### config.mk
export PLATFORM = sky130hd
export DESIGN_NAME = gpio_multibank
export DESIGN_NICKNAME = d
export VERILOG_FILES = /design/src/rtl/gpio_bank_pkg.sv /design/src/rtl/gpio_pin_sync.sv /design/src/rtl/gpio_bank_regs.sv /design/src/rtl/gpio_multibank.sv
export SDC_FILE = /design/constraint.sdc
export NUM_CORES = 1
export LEC_CHECK = 0
export ABC_AREA = 1
export ABC_CLOCK_PERIOD_IN_PS = 1700
export BUFFER_PORTS_ARGS = -buffer_cell sky130_fd_sc_hd__buf_2
export CAP_MARGIN = 20
export CORE_ASPECT_RATIO = 1.75
export CORE_UTILIZATION = 48
export CTS_BUF_LIST = sky130_fd_sc_hd__clkbuf_4 sky130_fd_sc_hd__clkbuf_8 sky130_fd_sc_hd__clkbuf_16
export DETAILED_ROUTE_END_ITERATION = 10
export GPL_TIMING_DRIVEN = 0
export PLACE_DENSITY = 0.88
export SLEW_MARGIN = 10
export SYNTH_ARGS = -nofsm -noshare
export SYNTH_HDL_FRONTEND = slang
export SYNTH_HIERARCHICAL = 1
export SYNTH_SLANG_ARGS = --single-unit
### constraint.sdc
create_clock -name clk_i -period 1.7 [get_ports clk_i]
set_input_delay 0.085 -clock clk_i [delete_from_list [all_inputs] [get_ports clk_i]]
set_output_delay 0.085 -clock clk_i [all_outputs]
set_load 0.02 [all_outputs]
### src/rtl/gpio_bank_pkg.sv
package gpio_bank_pkg;

   localparam int unsigned LANES_MAX  = 32;
   localparam int unsigned BANK_WORDS = 8;
   localparam int unsigned WIDTH_BITS = 6;

   typedef enum logic [2:0] {
      REG_DIN  = 3'd0,
      REG_DOUT = 3'd1,
      REG_DIR  = 3'd2,
      REG_MASK = 3'd3,
      REG_STAT = 3'd4,
      REG_KIND = 3'd5,
      REG_POL  = 3'd6,
      REG_ANY  = 3'd7
   } gpio_reg_e;

   function automatic logic [LANES_MAX-1:0] live_lanes(input int unsigned width);
      logic [LANES_MAX-1:0] m;
      m = '0;
      for (int i = 0; i < LANES_MAX; i++) begin
         if (i < int'(width)) m[i] = 1'b1;
      end
      return m;
   endfunction

endpackage

### src/rtl/gpio_pin_sync.sv
module gpio_pin_sync
   import gpio_bank_pkg::*;
#(
   parameter logic [LANES_MAX-1:0] LIVE = '1
) (
   input  logic                 clk_i,
   input  logic                 rst_ni,
   input  logic [LANES_MAX-1:0] pin_i,
   output logic [LANES_MAX-1:0] sync_o,
   output logic [LANES_MAX-1:0] rise_o,
   output logic [LANES_MAX-1:0] fall_o
);

   logic [LANES_MAX-1:0] meta_q, sync_q, prev_q;

   always_ff @(posedge clk_i) begin
      if (!rst_ni) begin
         meta_q <= '0;
         sync_q <= '0;
         prev_q <= '0;
      end else begin
         meta_q <= pin_i & LIVE;
         sync_q <= meta_q;
         prev_q <= sync_q;
      end
   end

   assign sync_o = sync_q;
   assign rise_o = sync_q & ~prev_q;
   assign fall_o = ~sync_q & prev_q;

   // a detected rise needs the pin high two edges earlier
   p_rise_origin_r4: assert property (@(posedge clk_i) disable iff (!rst_ni)
      ((rise_o & ~$past(pin_i, 2)) == '0));

   // a detected fall needs the pin low two edges earlier
   p_fall_origin_r4: assert property (@(posedge clk_i) disable iff (!rst_ni)
      ((fall_o & $past(pin_i, 2)) == '0));

endmodule

### src/rtl/gpio_bank_regs.sv
module gpio_bank_regs
   import gpio_bank_pkg::*;
#(
   parameter int unsigned WIDTH = 32
) (
   input  logic                 clk_i,
   input  logic                 rst_ni,
   input  logic                 wr_i,
   input  logic [2:0]           word_i,
   input  logic [31:0]          wdata_i,
   input  logic [LANES_MAX-1:0] sync_i,
   input  logic [LANES_MAX-1:0] rise_i,
   input  logic [LANES_MAX-1:0] fall_i,
   output logic [31:0]          rdata_o,
   output logic [LANES_MAX-1:0] dout_o,
   output logic [LANES_MAX-1:0] dir_o,
   output logic                 pend_o,
   output logic                 wake_hit_o
);

   localparam logic [LANES_MAX-1:0] LIVE = live_lanes(WIDTH);

   gpio_reg_e word;
   assign word = gpio_reg_e'(word_i);

   logic [LANES_MAX-1:0] dout_q, dir_q, mask_q, stat_q, kind_q, pol_q, any_q;
   logic [LANES_MAX-1:0] edge_ev, lvl_on, clr, stat_d, wval;
   logic                 wr_stat;

   assign wval    = wdata_i & LIVE;
   assign wr_stat = wr_i && (word == REG_STAT);
   assign clr     = wr_stat ? wval : '0;

   // edge events chosen per lane by polarity and any-edge enable
   assign edge_ev = LIVE & ~kind_q &
                    ((rise_i & (any_q | ~pol_q)) | (fall_i & (any_q | pol_q)));
   // level condition: polarity inverts the synchronized pin
   assign lvl_on  = LIVE & kind_q & (pol_q ^ sync_i);

   assign stat_d  = LIVE & (lvl_on | (~kind_q & ((stat_q & ~clr) | edge_ev)));

   always_ff @(posedge clk_i) begin
      if (!rst_ni) begin
         dout_q <= '0;
         dir_q  <= '0;
         mask_q <= '0;
         stat_q <= '0;
         kind_q <= '0;
         pol_q  <= '0;
         any_q  <= '0;
      end else begin
         stat_q <= stat_d;
         if (wr_i) begin
            case (word)
               REG_DOUT: dout_q <= wval;
               REG_DIR:  dir_q  <= wval;
               REG_MASK: mask_q <= wval;
               REG_KIND: kind_q <= wval;
               REG_POL:  pol_q  <= wval;
               REG_ANY:  any_q  <= wval;
               default:  ;
            endcase
         end
      end
   end

   always_comb begin
      case (word)
         REG_DIN:  rdata_o = sync_i & LIVE;
         REG_DOUT: rdata_o = dout_q;
         REG_DIR:  rdata_o = dir_q;
         REG_MASK: rdata_o = mask_q;
         REG_STAT: rdata_o = stat_q;
         REG_KIND: rdata_o = kind_q;
         REG_POL:  rdata_o = pol_q;
         REG_ANY:  rdata_o = any_q;
         default:  rdata_o = '0;
      endcase
   end

   assign dout_o     = dout_q;
   assign dir_o      = dir_q;
   assign pend_o     = |(stat_q & mask_q);
   assign wake_hit_o = |((edge_ev | lvl_on) & mask_q);

   // an edge event always leaves its status bit set, even against a clear
   p_edge_latch_r6: assert property (@(posedge clk_i) disable iff (!rst_ni)
      (|edge_ev) |=> ((stat_q & $past(edge_ev)) == $past(edge_ev)));

   // a write of ones clears edge-mode bits when no event competes
   p_w1c_r6: assert property (@(posedge clk_i) disable iff (!rst_ni)
      (wr_stat && (edge_ev == '0)) |=> ((stat_q & $past(wval & ~kind_q)) == '0));

endmodule

### src/rtl/gpio_multibank.sv
module gpio_multibank
   import gpio_bank_pkg::*;
#(
   parameter int unsigned                        NUM_BANKS   = 2,
   parameter logic [NUM_BANKS*WIDTH_BITS-1:0]    BANK_WIDTHS = {6'd4, 6'd8},
   parameter int unsigned                        ADDR_W      = 6
) (
   input  logic                        clk_i,
   input  logic                        rst_ni,
   input  logic [ADDR_W-1:0]           addr_i,
   input  logic                        wr_en_i,
   input  logic [31:0]                 wdata_i,
   output logic [31:0]                 rdata_o,
   input  logic [NUM_BANKS*32-1:0]     pins_i,
   output logic [NUM_BANKS*32-1:0]     pins_o,
   output logic [NUM_BANKS*32-1:0]     pins_oe_o,
   output logic                        irq_o,
   output logic                        wake_o
);

   localparam int unsigned BSEL_W = ADDR_W - 3;

   if (NUM_BANKS < 1) begin : g_err_banks
      $error("gpio_multibank: NUM_BANKS must be at least 1");
   end
   if (BSEL_W < $clog2(NUM_BANKS) || ADDR_W < 4) begin : g_err_addr
      $error("gpio_multibank: ADDR_W too narrow for the bank count");
   end

   logic [BSEL_W-1:0]  bank_f;
   logic [2:0]         word_f;
   logic [31:0]        bank_rd [NUM_BANKS];
   logic [NUM_BANKS-1:0] bank_pend, bank_wake;
   logic               wake_q;

   assign bank_f = addr_i[ADDR_W-1:3];
   assign word_f = addr_i[2:0];

   for (genvar b = 0; b < NUM_BANKS; b++) begin : g_bank
      localparam int unsigned W = int'(BANK_WIDTHS[b*WIDTH_BITS +: WIDTH_BITS]);
      localparam logic [LANES_MAX-1:0] LIVE = live_lanes(W);

      if (W < 1 || W > LANES_MAX) begin : g_err_width
         $error("gpio_multibank: bank width outside 1..32");
      end

      logic [LANES_MAX-1:0] sync_w, rise_w, fall_w;
      logic                 wr_sel;

      assign wr_sel = wr_en_i && (bank_f == BSEL_W'(b));

      gpio_pin_sync #(.LIVE(LIVE)) u_sync (
         .clk_i  (clk_i),
         .rst_ni (rst_ni),
         .pin_i  (pins_i[b*32 +: 32]),
         .sync_o (sync_w),
         .rise_o (rise_w),
         .fall_o (fall_w)
      );

      gpio_bank_regs #(.WIDTH(W)) u_regs (
         .clk_i      (clk_i),
         .rst_ni     (rst_ni),
         .wr_i       (wr_sel),
         .word_i     (word_f),
         .wdata_i    (wdata_i),
         .sync_i     (sync_w),
         .rise_i     (rise_w),
         .fall_i     (fall_w),
         .rdata_o    (bank_rd[b]),
         .dout_o     (pins_o[b*32 +: 32]),
         .dir_o      (pins_oe_o[b*32 +: 32]),
         .pend_o     (bank_pend[b]),
         .wake_hit_o (bank_wake[b])
      );
   end

   always_comb begin
      rdata_o = '0;
      for (int b = 0; b < int'(NUM_BANKS); b++) begin
         if (bank_f == BSEL_W'(b)) rdata_o = bank_rd[b];
      end
   end

   always_ff @(posedge clk_i) begin
      if (!rst_ni) wake_q <= 1'b0;
      else         wake_q <= |bank_wake;
   end

   assign irq_o  = |bank_pend;
   assign wake_o = wake_q;

endmodule

### After elaboration in Yosys (flattened, before gate mapping)

Cells that the tools add are included.

| cells by class | value |
|---|---|
| reduce and logical (&&, ||, !) cells | 20 |
| eq/ne operators | 8 |
| multiplexer cells | 6 |
| bitwise operators | 44 |

Operator list:

| operator | count |
|---|---|
| $pmux 32 s8 | 2 |
| $and 32x32->32 | 8 |
| $not 32->32 | 4 |
| $or 32x32->32 | 4 |
| $reduce_or 64->1 | 2 |
| $and 4x32->32 | 2 |
| $and 8x32->32 | 2 |
| $mux 32 | 2 |
| $and 32x4->32 | 1 |
| $and 32x8->32 | 1 |
| $not 4->32 | 1 |
| $not 8->32 | 1 |
| $or 4x32->32 | 1 |
| $or 8x32->32 | 1 |
| $xor 4x32->32 | 1 |
| $xor 8x32->32 | 1 |
| $and 8x8->8 | 3 |
| $or 8x8->8 | 3 |
| $reduce_and 2->1 | 12 |
| $not 8->8 | 2 |
| $and 4x4->4 | 3 |
| $eq 3x3->1 const B | 4 |
| $or 4x4->4 | 3 |
| $mux 8 | 1 |
| 6 further kinds | 13 |

| storage, ports and cells | value |
|---|---|
| output and inout bits | 162 |
| register bits after elaboration | 277 |

### Depth between registers and ports, before layout

Gate-level depths: netlist of the first run.

| depth | value |
|---|---|
| depth after elaboration | 9 |
| mapped depth | 11 |
| depth with buffers taken out | 9 |

### Modules after synthesis

Netlist of the first run, hierarchy kept.

By module, submodules not included:

| module | seq. area each (µm²) | area each (µm²) | instances | cells an instance |
|---|---|---|---|---|
| gpio_bank_regs (g_bank[0].u_regs) | 1121.1 | 3352.0 | 1 | 492 |
| gpio_bank_regs (g_bank[1].u_regs) | 560.5 | 2139.6 | 1 | 322 |
| gpio_pin_sync (g_bank[0].u_sync) | 480.5 | 1347.5 | 1 | 179 |
| gpio_pin_sync (g_bank[1].u_sync) | 240.2 | 1036.0 | 1 | 138 |
| gpio_multibank | 20.0 | 803.3 | 1 | 120 |

### Least setup slack after synthesis of the first run

OpenSTA, ideal clock, no wires.

| timing path | value |
|---|---|
| kind | input -> register |
| start | in addr_i[3] |
| end | reg g_bank[0].u_regs.any_q[4] |
| setup time | 119 ps |
| path slack | 88 ps |
| buffers on the path | 3 |
| data required time | 1581 ps |
| arrival | 1492 ps |
| cell stages on the path | 11 |
| path through | buf_2 > inv_4 > buf_6 > nand2_1 > nor2_1 > inv_1 > nor2_1 > inv_1 > buf_2 > o21ai_0 > a21oi_1 |

| on the way | value |
|---|---|
| cells in the longest elaborated chain, start to end | 3 |

RTL lines:

| element | line | RTL |
|---|---|---|
| start: declaration | gpio_multibank.sv:10 | `input logic [ADDR_W-1:0] addr_i,` |
| $logic_not 3->1 | gpio_multibank.sv:50 | `assign wr_sel = wr_en_i && (bank_f == BSEL_W'(b));` |
| $logic_and 1x1->1 | gpio_multibank.sv:50 |  |
| named net g_bank[0].wr_sel | gpio_multibank.sv:48 | `logic wr_sel;` |
| $reduce_and 2->1 (no source line) | n/a |  |
| end signal: assignment | gpio_bank_regs.sv:60 | `REG_ANY: any_q <= wval;` |
| end: declaration | gpio_bank_regs.sv:26 | `logic [LANES_MAX-1:0] dout_q, dir_q, mask_q, stat_q, kind_q, pol_q, any_q;` |

The timed path passes the listed nets, and every way through them passes these cells.
A chain may end at the register's enable or synchronous reset.

==> out/results.tsv, run 1 <==
metric	value	unit
critical-path cell list	inv_2 > o21ai_1 > nor2_1 > nand4_1 > nand3_2 > nand2_2 > buf_6	
Top-Level Pins	267	
Worst-Skew Late Latency	420	ps
CTS buffer count	17	
vias per inst	4.99	
vias in the first global route	7388	
Lkg Pwr	4.77	nW
gr ovfl total	0	
Layout Nets	1453	
Syn. warnings	6	
Port Buf Inserts	60	
utilization after layout	0.624	
Pwr per Cell Area	805	nW/µm²
final setup margin	-127	ps
dpl hpwl	15800	µm
post-route ant nets	0	
clk sink count	121	
total wire length	21900	µm
Tot GR Track Use	0.281	
Rel. slew slack	0.598	
CP max stage cell	dfxtp_2	
Peak Freq	0.547	GHz
RSZ-0062 raised after global routing	yes	
routability cong.	1.03	
Detailed Routing Iterations Pass 1	6	
NetSw	2.15	mW
die area	16100	µm²
Initial Util	0.490	
DR iter-0 viols	539	
layout filler cell count	1292	
VDD IR max	0.495	mV
CP Class	flip-flop to primary output	
CP max FO	3	
first-pass GRT wire length	34500	µm
layout cells sized above 1	0.282	
Die H	167	µm
Area Growth Syn to Fin	27.4	%
Tmin final	1830	ps
Crit. End Element	primary output	
R2R cell count	8	
area post-placement	8610	µm²
drt wl/cell	14.2	µm
CP arrival	1740	ps
Worst-path clk slew	60	ps
CP startpoint kind	flip-flop	
mean post-synth cell area	6.86	µm²
data required time at the worst endpoint	1620	ps
setup TNS	-215	ps
ant diodes	0	
Vias	7712	
Flop pwr share	0.384	
Rows	60	
sw frac	0.280	
worst hold path type	primary input to flip-flop	
WHS Path Cells	3	
final hold violations	0	
chip width	96.5	µm
commonest non-fill, non-tap cell in the layout	nand2_1	
final std cell area, no fill	9560	µm²
most frequent cells in the layout	nand2_1 (187), buf_4 (174), conb_1 (156)	
outcome	complete, but fails checks	
Setup Skew	6.64	ps
CTS tree	yes	
Root Driver	clkbuf_16	
Final Max Slew Viols	0	
largest net degree at the start of global routing	21	
max-cap violations	0	
violated checks	setup timing	
Worst Max-Slew Pin Slew	603	ps
clock power share	0.466	
Syn Inst Count	1093	
Int Pwr	5.54	mW
post-synthesis cell area	7500	µm²
maximum level of the CTS H-tree	4	
Finish-stage setup viols	3	
Tcrit/Tclk final	1.07	
number of antenna violations at the first check in global routing	0	
clk buf depth	2	
DRC viols	0	
slowest cell delay on critical path	330	ps
core area	15300	µm²
Gate power share	0.150	
## per-stage QoR
step / worst slack [ps] / total power, mW / cells / hold slack, ps
final: -127 / 7.69 / 1547 / 37.2
after floorplan: 88.4 / 3.88 / 1247 / 183
after detailed placement: -602 / 4.07 / 1493 / 271
after global placement: -636 / 4.06 / 1493 / 265
after global routing: -177 / 7.96 / 1547 / 37.1
after CTS: -78.3 / 7.66 / 1542 / 21.7
## layer usage
metal | part of all wire | track usage
met5 | 0 | 0
met1 | 0.33 | 0.271
met2 | 0.50 | 0.488
met4 | 0.079 | 0.223
met3 | 0.091 | 0.0677
## timing repair
action,in CTS,in global routing
setup buffers,4,5
gates cloned,0,0
pin swaps,11,19
resized for setup,26,53
hold buffers,13,0
endpoints found under the setup margin,29,17
hold endpoints to repair,14,0
## path summary, 6_finish.rpt
kind	from	end	slack (ps)
max	g_bank[0].u_regs/mask_q[3]$_SDFFE_PN0P_	rdata_o[3]	-130
min	wdata_i[6]	g_bank[0].u_regs/dir_o[6]$_SDFFE_PN0P_	40
max reg2reg	g_bank[0].u_sync/sync_o[4]$_SDFF_PN0_	wake_o$_SDFF_PN0_	140
min reg2reg	g_bank[0].u_sync/meta_q[2]$_SDFF_PN0_	g_bank[0].u_sync/sync_o[2]$_SDFF_PN0_	410
## worst max-delay path: cells and delay by family, from the launching register on
family / cells / cell delay [ps]
buf+inv: 2 / 190
simple gates: 4 / 750
compound gates: 1 / 60
flops: 1 / 330
## power groups by stage
| stage | Sequential [mW] | Combinational (mW) | Clock [mW] |
|---|---|---|---|
| floorplan | 3.00 | 0.878 | 0 |
| global placement | 3.01 | 1.06 | 0 |
| detailed placement | 3.01 | 1.06 | 0 |
| CTS | 2.95 | 1.10 | 3.61 |
| global route | 2.96 | 1.25 | 3.75 |
| finish | 2.95 | 1.16 | 3.59 |
## final cells by class
class / instances / area (µm²) / area share
Multi-Input combinational cell: 782 / 3750 / 0.393
Clock buffer: 18 / 439 / 0.0460
Inverter: 155 / 584 / 0.0611
Clock inverter: 14 / 148 / 0.0154
Sequential cell: 121 / 2450 / 0.256
Buffer: 189 / 1430 / 0.149
Tap cell: 186 / 233 / 0.0244
Timing Repair Buffer: 82 / 529 / 0.0554
Power figures use the tool's default switching activity.
==> inputs of run 2 (changes only) <==
- SETUP_SLACK_MARGIN: default -> 0.4
==> run 2 against run 1 <==
  * The run still ends with setup timing left
  * Sequential share of layout area decreased by 0.88 points
  * Critical path depth unchanged
  * Sequential power about the same
  * Non-clock buffer count up 23
  * Critical endpoint is now rdata_o[2]
  * Highest routed layer unchanged
==> out/results.tsv, run 2 (same netlist as run 1, synthesis figures left out) <==
metric	value	unit	change
chip width	96.5	µm	unchanged
CP startpoint kind	flip-flop		
R2R cell count	10		+2
DR iter-0 viols	627		+16%
cell family with most CP delay	simple AND/OR/NAND/NOR gates		
Rows	60		unchanged
final std cell area, no fill	10000	µm²	+4.7%
VDD IR max	0.564	mV	+14%
final setup margin	-50.7	ps	+76.1 ps
clock power share	0.443		-0.023
vias in the first global route	7271		-1.6%
Top-Level Pins	267		unchanged
layout filler cell count	1260		-2.5%
die area	16100	µm²	unchanged
DRC viols	0		unchanged
RSZ-0062 raised after global routing	yes		
Flop pwr share	0.395		+0.011
CP arrival	1670	ps	-70 ps
Rel. slew slack	0.632		+0.0341
Setup Skew	7.69	ps	+1.05 ps
Int Pwr	5.26	mW	-5.1%
routability cong.	1.00		-2.6%
Tot GR Track Use	0.280		-0.000696
drt wl/cell	14.6	µm	+3.0%
worst hold path type	primary input to flip-flop		
WHS	16.2	ps	-21.0 ps
GRT busiest layer	met2		
Vias	7940		+3.0%
FF-to-FF setup slack	220	ps	+80 ps
Initial Util	0.490		unchanged
commonest non-fill, non-tap cell in the layout	buf_4		
Port Buf Inserts	60		unchanged
Reg-to-Reg Start	g_bank[0].u_regs/any_q[4]$_SDFFE_PN0P_		
Global Route met3 Usage	0.0654		-0.00227
Root Driver	clkbuf_16		
most frequent cells in the layout	buf_4 (191), nand2_1 (175), conb_1 (156)		
violated checks	setup timing		
first-pass GRT wire length	34500	µm	about the same
worst hold path startpoint	wdata_i[7]		
layout cells sized above 1	0.353		+0.0712
Crit. End Element	primary output		
clk sink count	121		unchanged
Gate power share	0.162		+0.012
Pwr per Cell Area	747	nW/µm²	-7.2%
Tmin final	1750	ps	-76.1 ps
area post-placement	8660	µm²	+0.61%
outcome	complete, but fails checks		
Worst-path clk slew	60	ps	about the same
largest net degree at the start of global routing	21		unchanged
CTS buffer count	17		unchanged
clk buf depth	2		unchanged
Worst-Skew Late Latency	420	ps	about the same
GR Layer Usage met2	0.489		+0.000612
WHS Path Cells	3		unchanged
sw frac	0.297		+0.0169
gr ovfl total	0		unchanged
Area Growth Syn to Fin	33.4	%	
setup TNS	-86.5	ps	+129 ps
Worst Hold Endpoint	g_bank[0].u_regs/any_q[7]$_SDFFE_PN0P_		
Die H	167	µm	unchanged
number of antenna violations at the first check in global routing	0		unchanged
dpl hpwl	15700	µm	-0.42%
data required time at the worst endpoint	1620	ps	about the same
post-route ant nets	0		unchanged
final hold violations	0		unchanged
GR met1 Demand/Resource	0.270		-0.00128
maximum level of the CTS H-tree	4		unchanged
CP Class	flip-flop to primary output		
Reg-to-Reg End	wake_o$_SDFF_PN0_		
Register Area	2470	µm²	+1.1%
total wire length	22900	µm	+4.5%
Detailed Routing Iterations Pass 1	7		+1
CP max FO	3		unchanged
CTS tree	yes		
Critical path buffers and inverters	2		unchanged
slowest cell delay on critical path	320	ps	about the same
max-cap violations	0		unchanged
Finish-stage setup viols	2		-1
Layout Nets	1476		+1.6%
utilization after layout	0.653		+0.0292
Final Max Slew Viols	0		unchanged
Lkg Pwr	4.96	nW	+3.9%
NetSw	2.22	mW	+3.0%
CP max stage cell	dfxtp_2		
critical-path cell list	inv_2 > o21ai_1 > nor2_1 > nand4_1 > nand3_2 > nand2_2 > buf_6		
Pwr Total	7.48	mW	-2.8%
multi-input logic area	3960	µm²	+5.6%
ant diodes	0		unchanged
Tcrit/Tclk final	1.03		-0.0448
vias per inst	5.06		+1.4%
placed cells	1493		unchanged
post-route insts no fill	1570		+1.5%
Worst Max-Slew Pin Slew	551	ps	-51.2 ps
Peak Freq	0.571	GHz	+4.3%
core area	15300	µm²	unchanged
Place WS	-251	ps	+351 ps
run 2: timing repair:
action	in CTS	in global routing
endpoints found under the setup margin	44	68
hold buffers	12	0
resized for setup	132	54
setup buffers	17	16
pin swaps	52	38
endpoints found under the hold margin	12	0
run 2: worst max path at each step:
stage | start | endpoint | slack (ps) | cells past startpoint
finish | g_bank[0].u_regs/mask_q[2]$_SDFFE_PN0P_ | rdata_o[2] | -50 | 7
global placement | addr_i[4] | g_bank[0].u_regs/kind_q[6]$_SDFFE_PN0P_ | -260 | 9
global route | g_bank[0].u_regs/mask_q[3]$_SDFFE_PN0P_ | irq_o | -70 | 6
floorplan | addr_i[3] | g_bank[0].u_regs/kind_q[6]$_SDFFE_PN0P_ | 400 | 9
CTS | g_bank[0].u_regs/stat_q[6]$_SDFF_PN0_ | irq_o | -60 | 6
detailed placement | addr_i[4] | g_bank[0].u_regs/kind_q[6]$_SDFFE_PN0P_ | -250 | 9
run 2: power by group through the flow:
stage	logic, mW	registers, mW	clock network (mW)
after floorplan	0.887	3.00	0
after global placement	1.06	3.01	0
after detailed placement	1.08	3.01	0
after CTS	1.13	2.95	3.33
after global routing	1.30	2.96	3.49
final	1.21	2.96	3.31
run 2: routing by layer:
layer  up-vias  share of wire
li1       3745              -
met1      3510           0.32
met2       528           0.50
met3       157          0.092
met4         0          0.089
met5         -              0
run 2: layout make-up:
type / count / share of cell area
Multi-Input combinational cell: 782 / 0.396
Sequential cell: 121 / 0.247
Buffer: 189 / 0.146
Timing Repair Buffer: 105 / 0.0738
Inverter: 155 / 0.0592
Clock buffer: 17 / 0.0425
Tap cell: 186 / 0.0233
Clock inverter: 15 / 0.0118
run 2: worst min-delay path, stage by stage:
cell and delay (ps):
buf_2 150, nor2_1 110, nor2_1 50
==> inputs of run 3 (changes only) <==
- ABC_AREA: 1 -> default
==> run 3 against run 2 <==
  * The flow still finishes with violations (setup timing)
  * Hold slack better by 52 ps
  * Clock power up 3%
  * Sequential share of layout area down 0.58 points
  * Fmax down 13%
  * Utilization about the same
  * Non-clock buffer count unchanged
  * Combinational power about the same
  * Final area up 4.1%
  * Critical path type unchanged
==> out/results.tsv, run 3 <==
metric	value	unit	change
outcome	complete, but fails checks		
violated checks	setup timing		
Tcrit/Tclk final	1.19		+0.157
most frequent cells in the layout	buf_4 (181), conb_1 (156), nand2_1 (123)		
final setup margin	-317	ps	-266 ps
ant diodes	0		unchanged
Pwr Total	7.56	mW	+1.2%
Setup Skew	6.01	ps	-1.68 ps
post-route ant nets	0		unchanged
Flop pwr share	0.384		-0.011
Rows	61		+1.7%
Area Growth Syn to Fin	32.9	%	
Syn. warnings	6		unchanged
Int Pwr	5.52	mW	+5.0%
NetSw	2.04	mW	-7.9%
Initial Util	0.491		+0.00163
chip width	98.6	µm	+2.2%
max-cap violations	0		unchanged
Tmin final	2020	ps	+266 ps
Worst-Skew Late Latency	420	ps	about the same
CTS buffer count	17		unchanged
Die H	171	µm	+2.2%
dpl hpwl	16100	µm	+2.7%
critical-path cell list	mux2i_1 > mux4_2 > nor2_2 > mux2i_1 > nor2_2 > buf_6		
Rel. slew slack	0.572		-0.0600
CP max FO	4		+1
Lkg Pwr	4.89	nW	-1.4%
VDD IR max	0.748	mV	+33%
cell family with most CP delay	multiplexers		
GR met1 Demand/Resource	0.268		-0.00185
DR iter-0 viols	559		-11%
commonest non-fill, non-tap cell in the layout	buf_4		
clk sink count	121		unchanged
maximum level of the CTS H-tree	4		unchanged
data required time at the worst endpoint	1620	ps	about the same
Final Max Slew Viols	0		unchanged
Crit. End Element	primary output		
CTS tree	yes		
Finish-stage setup viols	10		+8
number of antenna violations at the first check in global routing	0		unchanged
worst hold path type	primary input to flip-flop		
CP startpoint kind	flip-flop		
Syn Inst Count	929		-15%
Reg-to-Reg End	wake_o$_SDFF_PN0_		
clk buf depth	2		unchanged
mean post-synth cell area	8.44	µm²	+23%
Critical Path Source	g_bank[1].u_regs/mask_q[2]$_SDFFE_PN0P_		
sw frac	0.270		-0.0267
GRT busiest layer	met2		
layout cells sized above 1	0.361		+0.00792
vias per inst	5.17		+2.3%
layout filler cell count	1248		-0.95%
CP max stage cell	mux4_2		
slowest cell delay on critical path	490	ps	+170 ps
largest net degree at the start of global routing	23		+9.5%
routability cong.	0.964		-3.8%
DRC viols	0		unchanged
Peak Freq	0.496	GHz	-13%
Vias	7277		-8.4%
Global Route met3 Usage	0.0723		+0.00691
die area	16900	µm²	+4.4%
vias in the first global route	7005		-3.7%
Critical path buffers and inverters	1		-1
CP Depth	6		-1
clock power share	0.452		+0.009
Root Driver	clkbuf_16		
CP arrival	1930	ps	+260 ps
first-pass GRT wire length	36100	µm	+4.6%
Detailed Routing Iterations Pass 1	5		-2
total wire length	23300	µm	+1.8%
Port Buf Inserts	61		+1.7%
worst hold path startpoint	wdata_i[3]		
FF-to-FF setup slack	-130	ps	-350 ps
Layout Nets	1310		-11%
Pwr per Cell Area	726	nW/µm²	-2.8%
R2R cell count	7		-3
Worst-path clk slew	50	ps	about the same
setup TNS	-1680	ps	-1600 ps
crit path to	rdata_o[2]		
Tot GR Track Use	0.283		+0.00305
CP Class	flip-flop to primary output		
Gate power share	0.163		about the same
RSZ-0062 raised after global routing	yes		
Worst Max-Slew Pin Slew	641	ps	+89.9 ps
final hold violations	0		unchanged
Reg-to-Reg Start	g_bank[0].u_regs/pol_q[5]$_SDFFE_PN0P_		
post-synthesis cell area	7840	µm²	+4.5%
core area	16000	µm²	+4.2%
gr ovfl total	0		unchanged
GR Layer Usage met2	0.506		+0.0171
drt wl/cell	16.6	µm	+14%
Top-Level Pins	267		unchanged
## run 3: cell count changes in the layout (fill, tap and decap cells not counted), moves of 29 or more
cell,previous run,this run
inv_2,38,3
nand3_2,40,1
nand2_1,175,123
mux2i_1,0,78
nor2b_1,0,53
nand3_1,87,11
nor2_1,71,42
a21oi_1,80,13
o21ai_0,70,19
inv_1,113,19
## run 3: worst min-delay path by stage
stage / endpoint / slack [ps] / cells after the start
detailed placement: g_bank[0].u_sync/meta_q[1]$_SDFF_PN0_ / 290 / 2
CTS: g_bank[0].u_regs/dir_o[3]$_SDFFE_PN0P_ / 50 / 3
global route: g_bank[0].u_regs/dir_o[2]$_SDFFE_PN0P_ / 70 / 3
finish: g_bank[0].u_regs/dir_o[3]$_SDFFE_PN0P_ / 70 / 3
global placement: g_bank[0].u_sync/meta_q[6]$_SDFF_PN0_ / 290 / 2
floorplan: wake_o$_SDFF_PN0_ / 200 / 1
## run 3: area by class of cell
class	instances	area, µm²	area share
clock inverter	11	97.6	0.00937
timing repair buffer	103	766	0.0735
tap	189	236	0.0227
clock buffer	21	468	0.0449
multi-input combinational	749	4780	0.459
sequential	121	2510	0.242
buffer	191	1470	0.141
inverter	22	82.6	0.00793
## run 3: power by group through the flow
stage	Clock, mW	Sequential [mW]	Combinational, mW
after floorplan	0	2.97	0.921
after global placement	0	2.98	1.10
after detailed placement	0	2.98	1.11
after CTS	3.45	2.91	1.18
after global routing	3.60	2.91	1.31
final	3.42	2.91	1.23
## run 3: per-stage QoR
| stage | util | instances | setup slack (ps) | hold WS [ps] | instance area, µm² |
|---|---|---|---|---|---|
| floorplan | - | 1083 | 90.2 | 202 | 8550 |
| CTS | 0.643 | 1404 | -323 | 53.1 | 10300 |
| detailed placement | 0.570 | 1333 | -440 | 295 | 9090 |
| finish | 0.653 | 1407 | -317 | 68.3 | 10400 |
| global placement | 0.570 | 1333 | -408 | 291 | 9090 |
| global route | 0.653 | 1407 | -401 | 71.8 | 10400 |
## run 3: worst min-delay path, cell delays in order
cell and delay [ps]:
buf_2 210, nand2_1 90, a21boi_1 50
## run 3: layer usage
layer	wire [µm]	part of all wire
met5	0	0
met4	2200	0.094
met3	1950	0.083
met2	11700	0.50
met1	7510	0.32
## run 3: repair_timing
| item | in CTS | in global routing |
|---|---|---|
| hold buffers | 16 | 0 |
| endpoints found under the setup margin | 69 | 69 |
| hold endpoints to repair | 31 | 0 |
| resized for setup | 88 | 41 |
| pin swaps | 23 | 12 |
| buffers inserted | 23 | 3 |
